<file path="config.mk">
export PLATFORM = sky130hd
export DESIGN_NAME = xcpu_doorbell
export DESIGN_NICKNAME = d
export VERILOG_FILES = /design/src/rtl/xcpu_doorbell_pkg.sv /design/src/rtl/xcpu_doorbell_decode.sv /design/src/rtl/xcpu_doorbell_bank.sv /design/src/rtl/xcpu_doorbell_line.sv /design/src/rtl/xcpu_doorbell.sv
export SDC_FILE = /design/constraint.sdc
export NUM_CORES = 1
export LEC_CHECK = 0
export BUFFER_PORTS_ARGS = -buffer_cell sky130_fd_sc_hd__buf_2
export CAP_MARGIN = 20
export CORE_MARGIN = 1.5
export CORE_UTILIZATION = 32
export CTS_CLUSTER_DIAMETER = 200
export CTS_CLUSTER_SIZE = 30
export DETAILED_ROUTE_END_ITERATION = 16
export SETUP_SLACK_MARGIN = 0.2
export SLEW_MARGIN = 20
export SYNTH_ARGS = -nofsm -noshare
export SYNTH_HDL_FRONTEND = slang
export SYNTH_SLANG_ARGS = --single-unit
</file>
<file path="constraint.sdc">
create_clock -name clk -period 2.4 [get_ports clk]
set_clock_uncertainty 0.2 [all_clocks]
set_input_delay 0.48 -clock clk [delete_from_list [all_inputs] [get_ports clk]]
set_output_delay 0.48 -clock clk [all_outputs]
set_load 0.02 [all_outputs]
</file>
<file path="src/rtl/xcpu_doorbell_pkg.sv">
package xcpu_doorbell_pkg;
  localparam int unsigned OFF_SET   = 'h00;
  localparam int unsigned OFF_CLR   = 'h04;
  localparam int unsigned OFF_EN    = 'h08;
  localparam int unsigned OFF_DIS   = 'h0C;
  localparam int unsigned OFF_MASK  = 'h10;
  localparam int unsigned OFF_PEND  = 'h14;
  localparam int unsigned OFF_STAT  = 'h18;

  // Next value of one state bit: a set request wins over a clear request.
  function automatic logic next_bit(input logic cur, input logic set_r, input logic clr_r);
    next_bit = set_r | (cur & ~clr_r);
  endfunction

  // Sources that currently drive the output line.
  function automatic logic [31:0] active_of(input logic [31:0] pend, input logic [31:0] mask);
    active_of = pend & mask;
  endfunction
endpackage

</file>
<file path="src/rtl/xcpu_doorbell_decode.sv">
module xcpu_doorbell_decode #(
  parameter int unsigned ADDR_W = 8,
  parameter int unsigned NSRC   = 32
) (
  input  logic              wr_en,
  input  logic [ADDR_W-1:0] addr,
  input  logic [NSRC-1:0]   wr_data,
  output logic [NSRC-1:0]   pend_set,
  output logic [NSRC-1:0]   pend_clr,
  output logic [NSRC-1:0]   mask_set,
  output logic [NSRC-1:0]   mask_clr
);
  import xcpu_doorbell_pkg::*;

  logic hit_set, hit_clr, hit_en, hit_dis;

  always_comb begin
    hit_set = wr_en && (addr == ADDR_W'(OFF_SET));
    hit_clr = wr_en && (addr == ADDR_W'(OFF_CLR));
    hit_en  = wr_en && (addr == ADDR_W'(OFF_EN));
    hit_dis = wr_en && (addr == ADDR_W'(OFF_DIS));
    pend_set = hit_set ? wr_data : '0;
    pend_clr = hit_clr ? wr_data : '0;
    mask_set = hit_en  ? wr_data : '0;
    mask_clr = hit_dis ? wr_data : '0;
  end
endmodule

</file>
<file path="src/rtl/xcpu_doorbell_bank.sv">
module xcpu_doorbell_bank #(
  parameter int unsigned NSRC = 32
) (
  input  logic            clk,
  input  logic            rst_n,
  input  logic [NSRC-1:0] set_req,
  input  logic [NSRC-1:0] clr_req,
  output logic [NSRC-1:0] state_q
);
  import xcpu_doorbell_pkg::*;

  for (genvar g = 0; g < NSRC; g++) begin : g_bit
    logic bit_q;
    always_ff @(posedge clk) begin
      if (!rst_n) bit_q <= 1'b0;
      else        bit_q <= next_bit(bit_q, set_req[g], clr_req[g]);
    end
    assign state_q[g] = bit_q;
  end
endmodule

</file>
<file path="src/rtl/xcpu_doorbell_line.sv">
module xcpu_doorbell_line #(
  parameter int unsigned NSRC = 32
) (
  input  logic            clk,
  input  logic            rst_n,
  input  logic [NSRC-1:0] active,
  output logic            irq_q
);
  always_ff @(posedge clk) begin
    if (!rst_n) irq_q <= 1'b0;
    else        irq_q <= |active;
  end
endmodule

</file>
<file path="src/rtl/xcpu_doorbell.sv">
module xcpu_doorbell #(
  parameter int unsigned ADDR_W = 8,
  parameter int unsigned NSRC   = 32
) (
  input  logic              clk,
  input  logic              rst_n,
  input  logic              wr_en,
  input  logic [ADDR_W-1:0] addr,
  input  logic [NSRC-1:0]   wr_data,
  input  logic              rd_en,
  output logic [NSRC-1:0]   rd_data,
  output logic              irq_o
);
  import xcpu_doorbell_pkg::*;

  logic [NSRC-1:0] pend_set, pend_clr, mask_set, mask_clr;
  logic [NSRC-1:0] pend_q, mask_q, active;

  xcpu_doorbell_decode #(.ADDR_W(ADDR_W), .NSRC(NSRC)) u_dec (
    .wr_en(wr_en), .addr(addr), .wr_data(wr_data),
    .pend_set(pend_set), .pend_clr(pend_clr),
    .mask_set(mask_set), .mask_clr(mask_clr)
  );

  xcpu_doorbell_bank #(.NSRC(NSRC)) u_pend (
    .clk(clk), .rst_n(rst_n), .set_req(pend_set), .clr_req(pend_clr), .state_q(pend_q)
  );

  xcpu_doorbell_bank #(.NSRC(NSRC)) u_mask (
    .clk(clk), .rst_n(rst_n), .set_req(mask_set), .clr_req(mask_clr), .state_q(mask_q)
  );

  assign active = pend_q & mask_q;

  xcpu_doorbell_line #(.NSRC(NSRC)) u_line (
    .clk(clk), .rst_n(rst_n), .active(active), .irq_q(irq_o)
  );

  always_comb begin
    rd_data = '0;
    if (rd_en) begin
      if      (addr == ADDR_W'(OFF_MASK)) rd_data = mask_q;
      else if (addr == ADDR_W'(OFF_PEND)) rd_data = pend_q;
      else if (addr == ADDR_W'(OFF_STAT)) rd_data = active;
    end
  end
endmodule

</file>
==> key figures, run 1 <==
Status
  • Status: finished, violations left
  • Failing checks: negative setup slack

GRT
  • Initial antenna violation count: 1
  • First-pass GRT wire length: 16,200 um
  • Global Route Usage Sum: between 10% and 20%
  • Vias in the first global route: 3,247
  • Largest net degree at the start of global routing: 33
  • Total gr overflow: 0

Layout
  • Layout Cell Area excl Fill: 4710 um2
  • Layout area overhead: 40.2%
  • Commonest non-fill, non-tap cell in the layout: nand2_1
  • Nets: 509
  • ANT cells: 0
  • Layout cell share with drive strength beyond 1: between 30% and 40%
  • Most frequent cells in the layout: 98 x nand2_1, 65 x dfxtp_1, 64 x a32o_1, 43 x buf_6, 43 x buf_2
  • Fillers: 1,043

Pwr
  • Worst vdd ir: 256 uV
  • Clock group share of total power: ~42%
  • Sw Share: between 20% and 30%
  • Sw Pwr: between 0.5 and 0.6 mW
  • Power Total: approximately 2.2 mW
  • Cell Pwr Density: about 460 nW/um2
  • Pleak: ~1.8 nW
  • Combinational share of power: a little under 8%
  • Flop pwr share: about half
  • Internal power: roughly 1.6 mW

STA
  • Final Max Tran Viols: 0
  • Worst Tran Pin Value: between 0.3 and 0.4 ns
  • Setup_tns: -5.68 ns
  • Final setup viols: 64
  • Final setup margin: -0.115 ns
  • RSZ-0062 raised after global routing: yes
  • Final Hold Fails: 0
  • Maximum clock rate: approximately 400 MHz
  • Fin Hold WS: 0.185 ns
  • Fin crit period: 2.52 ns
  • Tcrit/Tclk final: 105%
  • Relative slew margins: 77.9%

Hold path
  • Hold path start: wr_data[10]
  • Worst hold endpoint: u_pend.g_bit[10].bit_q$_SDFF_PN0_
  • HP Class: in -> reg
  • Hold Crit Depth: 2

Clocking
  • Clock sinks: 65
  • CTS tree: done
  • Max clock buf depth: 2
  • Clock Latency Late Sink: between 0.3 and 0.4 ns
  • Hold buffers post-CTS: 0
  • Clock-pin transition on the worst setup and hold timing paths: around 0.080 ns
  • Clk root buf: clkbuf_8
  • H-Tree Depth: 3
  • TritonCTS Buffers: 9

Critical path
  • CP max stage delay: between 0.5 and 0.6 ns
  • Critical Path, Cell by Cell: buf_6 > or4_4 > nor3_4 > buf_12 > buf_8 > and2_4 > buf_6
  • FF-to-FF End: u_line.irq_q$_SDFF_PN0_
  • R2R Path Start: u_mask.g_bit[27].bit_q$_SDFF_PN0_
  • Critical path fanouts, max: 9
  • Cells on worst reg2reg path: 4
  • Top cell by count, worst path: buf_6
  • Critical Path Slowest Stage Cell: or4_4
  • Worst setup SP type: input pin
  • Worst Path Arrival: around 1.8 ns
  • Worst path required time: roughly 1.7 ns
  • WS Path Type: in -> out
  • Setup crit end kind: output pin
  • Reg2reg setup slack: between 0.9 and 1 ns

Detailed routing
  • Detail Route Antenna Nets: 0
  • Initial DRC count: just under 200
  • Wire per inst: 17.3 um
  • Drt first pass iters: 5
  • Vias per cell: between 5 and 6
  • Vias: approximately 3,400
  • Final wirelength: about 10,000 um
  • DRC viols: 0

Yosys
  • #FFs+latches synth: 65
  • Mapped Nets: around 420
  • Post-Syn Area: 3360 um2
  • Count of cell types in the netlist: 21
  • Synthesized area per cell: between 8 and 9 um2
  • Mapped Cells: 377
  • Register area share after synthesis: ~39%
  • Syn. warnings: 0

Die
  • Die span in x: about 110 um
  • Die area: between 10,000 and 15,000 um2
  • Die Y: approximately 110 um
  • Initial Utilization: 32.7%
  • Boundary pin count: 77
  • FP Rows: 37
  • Core ar.: 10,300 um2

Run
  • Total of max-cap violations: 0

Placement
  • Dpl hpwl: between 6000 and 7000 um
  • Pre-CTS WS: -0.320 ns
  • DP Area: 4070 um2
  • GPL Wtd Cong: between 0.7 and 0.8
  • IO buf count: 76
## how the worst max path moves through the flow
stage,from,end,slack (ns),depth (start not counted)
final,addr[0],rd_data[1],-0.12,7
after global routing,addr[0],rd_data[9],-0.17,7
after CTS,addr[0],rd_data[14],-0.09,7
after detailed placement,addr[7],rd_data[14],-0.32,6
after global placement,addr[7],rd_data[15],-0.25,6
after floorplan,addr[7],rd_data[10],0.06,4
## cell type report
class                   count  area (um2)  area share [%]
multi-input cells         279        2000            42.5
flip-flops and latches     65        1300            27.6
well taps                 136         170            3.61
clock buffers               9         124            2.63
repair buffers            110        1060            22.4
clock inverters             6        60.1            1.27
## per-layer routing
metal / up-vias / share of wire (%) / GRT usage, %
met2: 111 / 48 / 31.0
met4: 2 / 1.5 / 5.21
li1: 1616 / - / -
met3: 15 / 6.2 / 4.82
met5: - / 0.067 / 0
met1: 1650 / 44 / 23.4
## power by group through the flow
| stage | Clock (mW) | Combinational (mW) | Sequential [mW] |
|---|---|---|---|
| after floorplan | 0 | 0.0657 | 1.10 |
| after global placement | 0 | 0.158 | 1.10 |
| after detailed placement | 0 | 0.162 | 1.11 |
| after CTS | 0.927 | 0.165 | 1.08 |
| after global routing | 0.974 | 0.181 | 1.08 |
| final | 0.911 | 0.168 | 1.08 |
## through the flow
step / utilization (%) / std cells
after floorplan: - / 377
after global placement: 39.6 / 575
after detailed placement: 39.6 / 575
after CTS: 44.4 / 596
after global routing: 45.9 / 605
final: 45.9 / 605
## logic make-up after synthesis
logic type	after synthesis	synth area share [%]
buffers and inverters	33	4.80
and+or+nand+nor	150	21.7
DFF	65	38.7
AOI/OAI and AO/OA	97	25.2
muxes	32	9.53
## worst max-delay path, delay by kind of cell
family                 cells  cell delay [ns]
AND/OR/NAND/NOR            3             0.87
buffers and inverters      4             0.48
## sequential cells by signal (all words and copies together), names as in the netlist
| name | cells |
|---|---|
| u_mask.g_bit.bit_q | 32 |
| u_pend.g_bit.bit_q | 32 |
| u_line.irq_q | 1 |
## Yosys cell counts
cell	n	share of area, %
a21boi_0	1	0.22
buf_1	1	0.11
and2_1	32	6.0
buf_6	3	1.0
a32o_1	64	19
nand2_1	98	11
mux2i_1	32	9.5
nor4_2	2	0.74
buf_2	12	1.8
nor4_1	2	0.37
or3_4	1	0.33
clkbuf_1	17	1.9
nor2_1	1	0.11
or4_4	1	0.33
nor3_1	1	0.15
nand4_1	8	1.5
nand2b_1	2	0.37
nor4b_4	1	0.71
nand3b_1	1	0.22
o22ai_1	32	6.0
dfxtp_1	65	39
## what timing repair did
action / 4_1_cts / 5_1_grt
gates resized for setup: 90 / 17
gates cloned: 2 / 5
pin swaps: 2 / 25
endpoints found under the setup margin: 43 / 74
setup buffers: 4 / 4
Note: power is estimated with default switching activity, not from simulation.
==> run 2, diff against run 1 <==
--- a/config.mk
+++ b/config.mk
@@ -12,6 +12,7 @@
 export CTS_CLUSTER_DIAMETER = 200
 export CTS_CLUSTER_SIZE = 30
 export DETAILED_ROUTE_END_ITERATION = 16
+export REMOVE_ABC_BUFFERS = 1
 export SETUP_SLACK_MARGIN = 0.2
 export SLEW_MARGIN = 20
 export SYNTH_ARGS = -nofsm -noshare
==> run 2 against run 1 <==
Effect of this change:
- the run still ends with negative setup slack left
- critical path type unchanged
- critical endpoint is now rd_data[11]
- non-clock buffer count increased by 1
- maximum frequency decreased by 0.68%
- sequential share of layout area decreased by 0.50 points
- largest cell class unchanged
- cell count decreased by 0.17%
==> key figures, run 2 (synthesized netlist as in run 1, its figures left out) <==
Status
  • Status: finished, violations left
  • Failing checks: negative setup slack

Critical path
  • Top cell by count, worst path: buf_6
  • Buf+Inv Stages, Crit Path: 4 (unchanged)
  • R2R Path Start: u_mask.g_bit[10].bit_q$_SDFF_PN0_
  • Critical Path, Cell by Cell: buf_6 > or4_4 > nor3_4 > buf_6 > buf_8 > and2_1 > buf_6
  • CP max stage delay: 0.54 ns (about the same)
  • Worst setup SP type: input pin
  • Setup crit end kind: output pin
  • Critical path fanouts, max: 8 (-1)
  • Worst Path Arrival: 1.85 ns (about the same)
  • Top Family by Delay on Critical Path: simple AND/OR/NAND/NOR gates
  • WS Path Type: in -> out
  • Critical Path Slowest Stage Cell: or4_4
  • Crit. Startpoint: addr[0]
  • Worst path required time: 1.72 ns (about the same)

Detailed routing
  • Final wirelength: 11,000 um (+4.7%)
  • Vias: 3,416 (+0.65%)
  • WL met3: 639 um (-2.1%)
  • Met1 WL: 4880 um (+5.3%)
  • Vias per cell: 5.66 (+0.81%)
  • Drt first pass iters: 5 (unchanged)
  • Wire per inst: 18.2 um (+4.9%)
  • Detail Route Antenna Nets: 0 (unchanged)
  • Highest routed layer: met4
  • DRC viols: 0 (unchanged)
  • Wire length on met2: 5390 um (+6.9%)
  • Initial DRC count: 210 (+5.5%)

Clocking
  • Hold buffers post-CTS: 0 (unchanged)
  • Clk root buf: clkbuf_8
  • Clock-pin transition on the worst setup and hold timing paths: 0.06 ns (-0.02 ns)
  • CTS tree: done
  • Clock sinks: 65 (unchanged)
  • Clock Latency Late Sink: 0.33 ns (-0.02 ns)
  • Max clock buf depth: 2 (unchanged)
  • H-Tree Depth: 3 (unchanged)
  • TritonCTS Buffers: 9 (unchanged)

STA
  • Tcrit/Tclk final: 106% (+0.72 points)
  • Final Max Tran Viols: 0 (unchanged)
  • Setup_tns: -2.98 ns (+2.71 ns)
  • Maximum clock rate: 395 MHz (-0.68%)
  • RSZ-0062 raised after global routing: yes
  • Final Hold Fails: 0 (unchanged)
  • Worst Tran Pin Value: 0.408 ns (+0.0795 ns)
  • Relative slew margins: 72.6% (-5.3 points)
  • Final setup margin: -0.133 ns (-0.0173 ns)
  • Fin crit period: 2.53 ns (+0.0173 ns)
  • Final setup viols: 32 (-50%)

Layout
  • Layout Cell Area excl Fill: 4800 um2 (+1.8%)
  • Layout cell share with drive strength beyond 1: 40.0% (+5.0 points)
  • Commonest non-fill, non-tap cell in the layout: nand2_1
  • Nets: 510 (+0.20%)
  • ANT cells: 0 (unchanged)
  • Multi-input gate area: 2070 um2 (+3.6%)
  • Register area: 1300 um2 (unchanged)
  • Largest registers: u_mask.g_bit.bit_q (32), u_pend.g_bit.bit_q (32), u_line.irq_q (1)
  • Finished Core Util: 46.7% (+0.84 points)
  • Finished Layout Cells: 604 (-0.17%)
  • Fillers: 1,040 (-0.29%)
  • Layout area overhead: 42.8%
  • Most frequent cells in the layout: 69 x nand2_1, 65 x dfxtp_1, 64 x a32o_1, 43 x buf_2, 41 x buf_6

Pwr
  • Pleak: 1.83 nW (+1.8%)
  • Worst vdd ir: 216 uV (-16%)
  • Cell Pwr Density: 433 nW/um2 (-5.4%)

Placement
  • Dpl hpwl: 6490 um (-3.3%)
  • Placed insts: 574 (-0.17%)
  • IO buf count: 76 (unchanged)
  • GPL Wtd Cong: 0.698 (-8.5%)
  • DP Area: 3970 um2 (-2.3%)

Die
  • Initial Utilization: 32.7% (unchanged)
  • Die Y: 106 um (unchanged)
  • Core ar.: 10,300 um2 (unchanged)
  • Die area: 11,100 um2 (unchanged)
  • Boundary pin count: 77 (unchanged)
  • Die span in x: 106 um (unchanged)
  • FP Rows: 37 (unchanged)

GRT
  • Vias in the first global route: 3,093 (-4.7%)
  • Largest net degree at the start of global routing: 38 (+15%)
  • First-pass GRT wire length: 15,900 um (-1.5%)
  • Global Route Usage Sum: 18.1% (-0.34 points)
  • Total gr overflow: 0 (unchanged)
  • Initial antenna violation count: 0 (-1)

Hold path
  • Hold path start: wr_data[2]
  • HP Class: in -> reg

Run
  • Total of max-cap violations: 0 (unchanged)
[run 2: changes by cell type in the layout (fill, tap and decap cells not counted), sizes merged]
cell	previous run	this run
buf	108	107
bufinv	1	0
clkbuf	11	17
clkinv	3	0
clkinvlp	2	0
[run 2: area by class of cell]
cell class	instances	share of cell area, %
flip-flops and latches	65	27.1
well taps	136	3.54
multi-input cells	279	43.2
clock buffers	13	3.52
repair buffers	111	22.6
[run 2: final timing paths]
check	to	slack [ns]	cells past startpoint
setup / recovery	rd_data[11]	-0.13	7
hold / removal	u_pend.g_bit[2].bit_q$_SDFF_PN0_	0.20	2
setup reg to reg	u_line.irq_q$_SDFF_PN0_	0.87	4
hold reg to reg	u_mask.g_bit[1].bit_q$_SDFF_PN0_	0.32	1
[run 2: report_power, final]
group	total [mW]	switching (mW)	internal, mW
Clock	0.828	0.384	0.443
Combinational	0.171	0.106	0.0651
Sequential	1.08	0.000960	1.08
Total	2.08	0.491	1.59
[run 2: routing by layer]
layer  vias to the layer above  GRT usage [%]
li1                       1612              -
met1                      1688           23.2
met2                       107           31.0
met3                         9           4.64
met4                         0           3.38
met5                         -              0
[run 2: what timing repair did]
item                                    CTS  global route
setup buffers                             3             4
gates cloned                              3             7
resized for setup                       135            15
pin swaps                                32             3
endpoints found under the setup margin   32            96
[run 2: worst register-to-register path, stage by stage, from the launching register on]
cell      delay [ns]
dfxtp_1         0.33
nand2_1         0.09
nand4_1         0.16
nor4_1          0.44
a21boi_0        0.17
[run 2: stage by stage]
stage	setup WS [ns]	total power, mW	hold slack, ns
finish	-0.133	2.08	0.204
global placement	-0.163	1.26	0.298
global route	-0.196	2.16	0.197
detailed placement	-0.196	1.26	0.309
floorplan	-0.763	1.13	0.290
CTS	-0.119	2.09	0.195
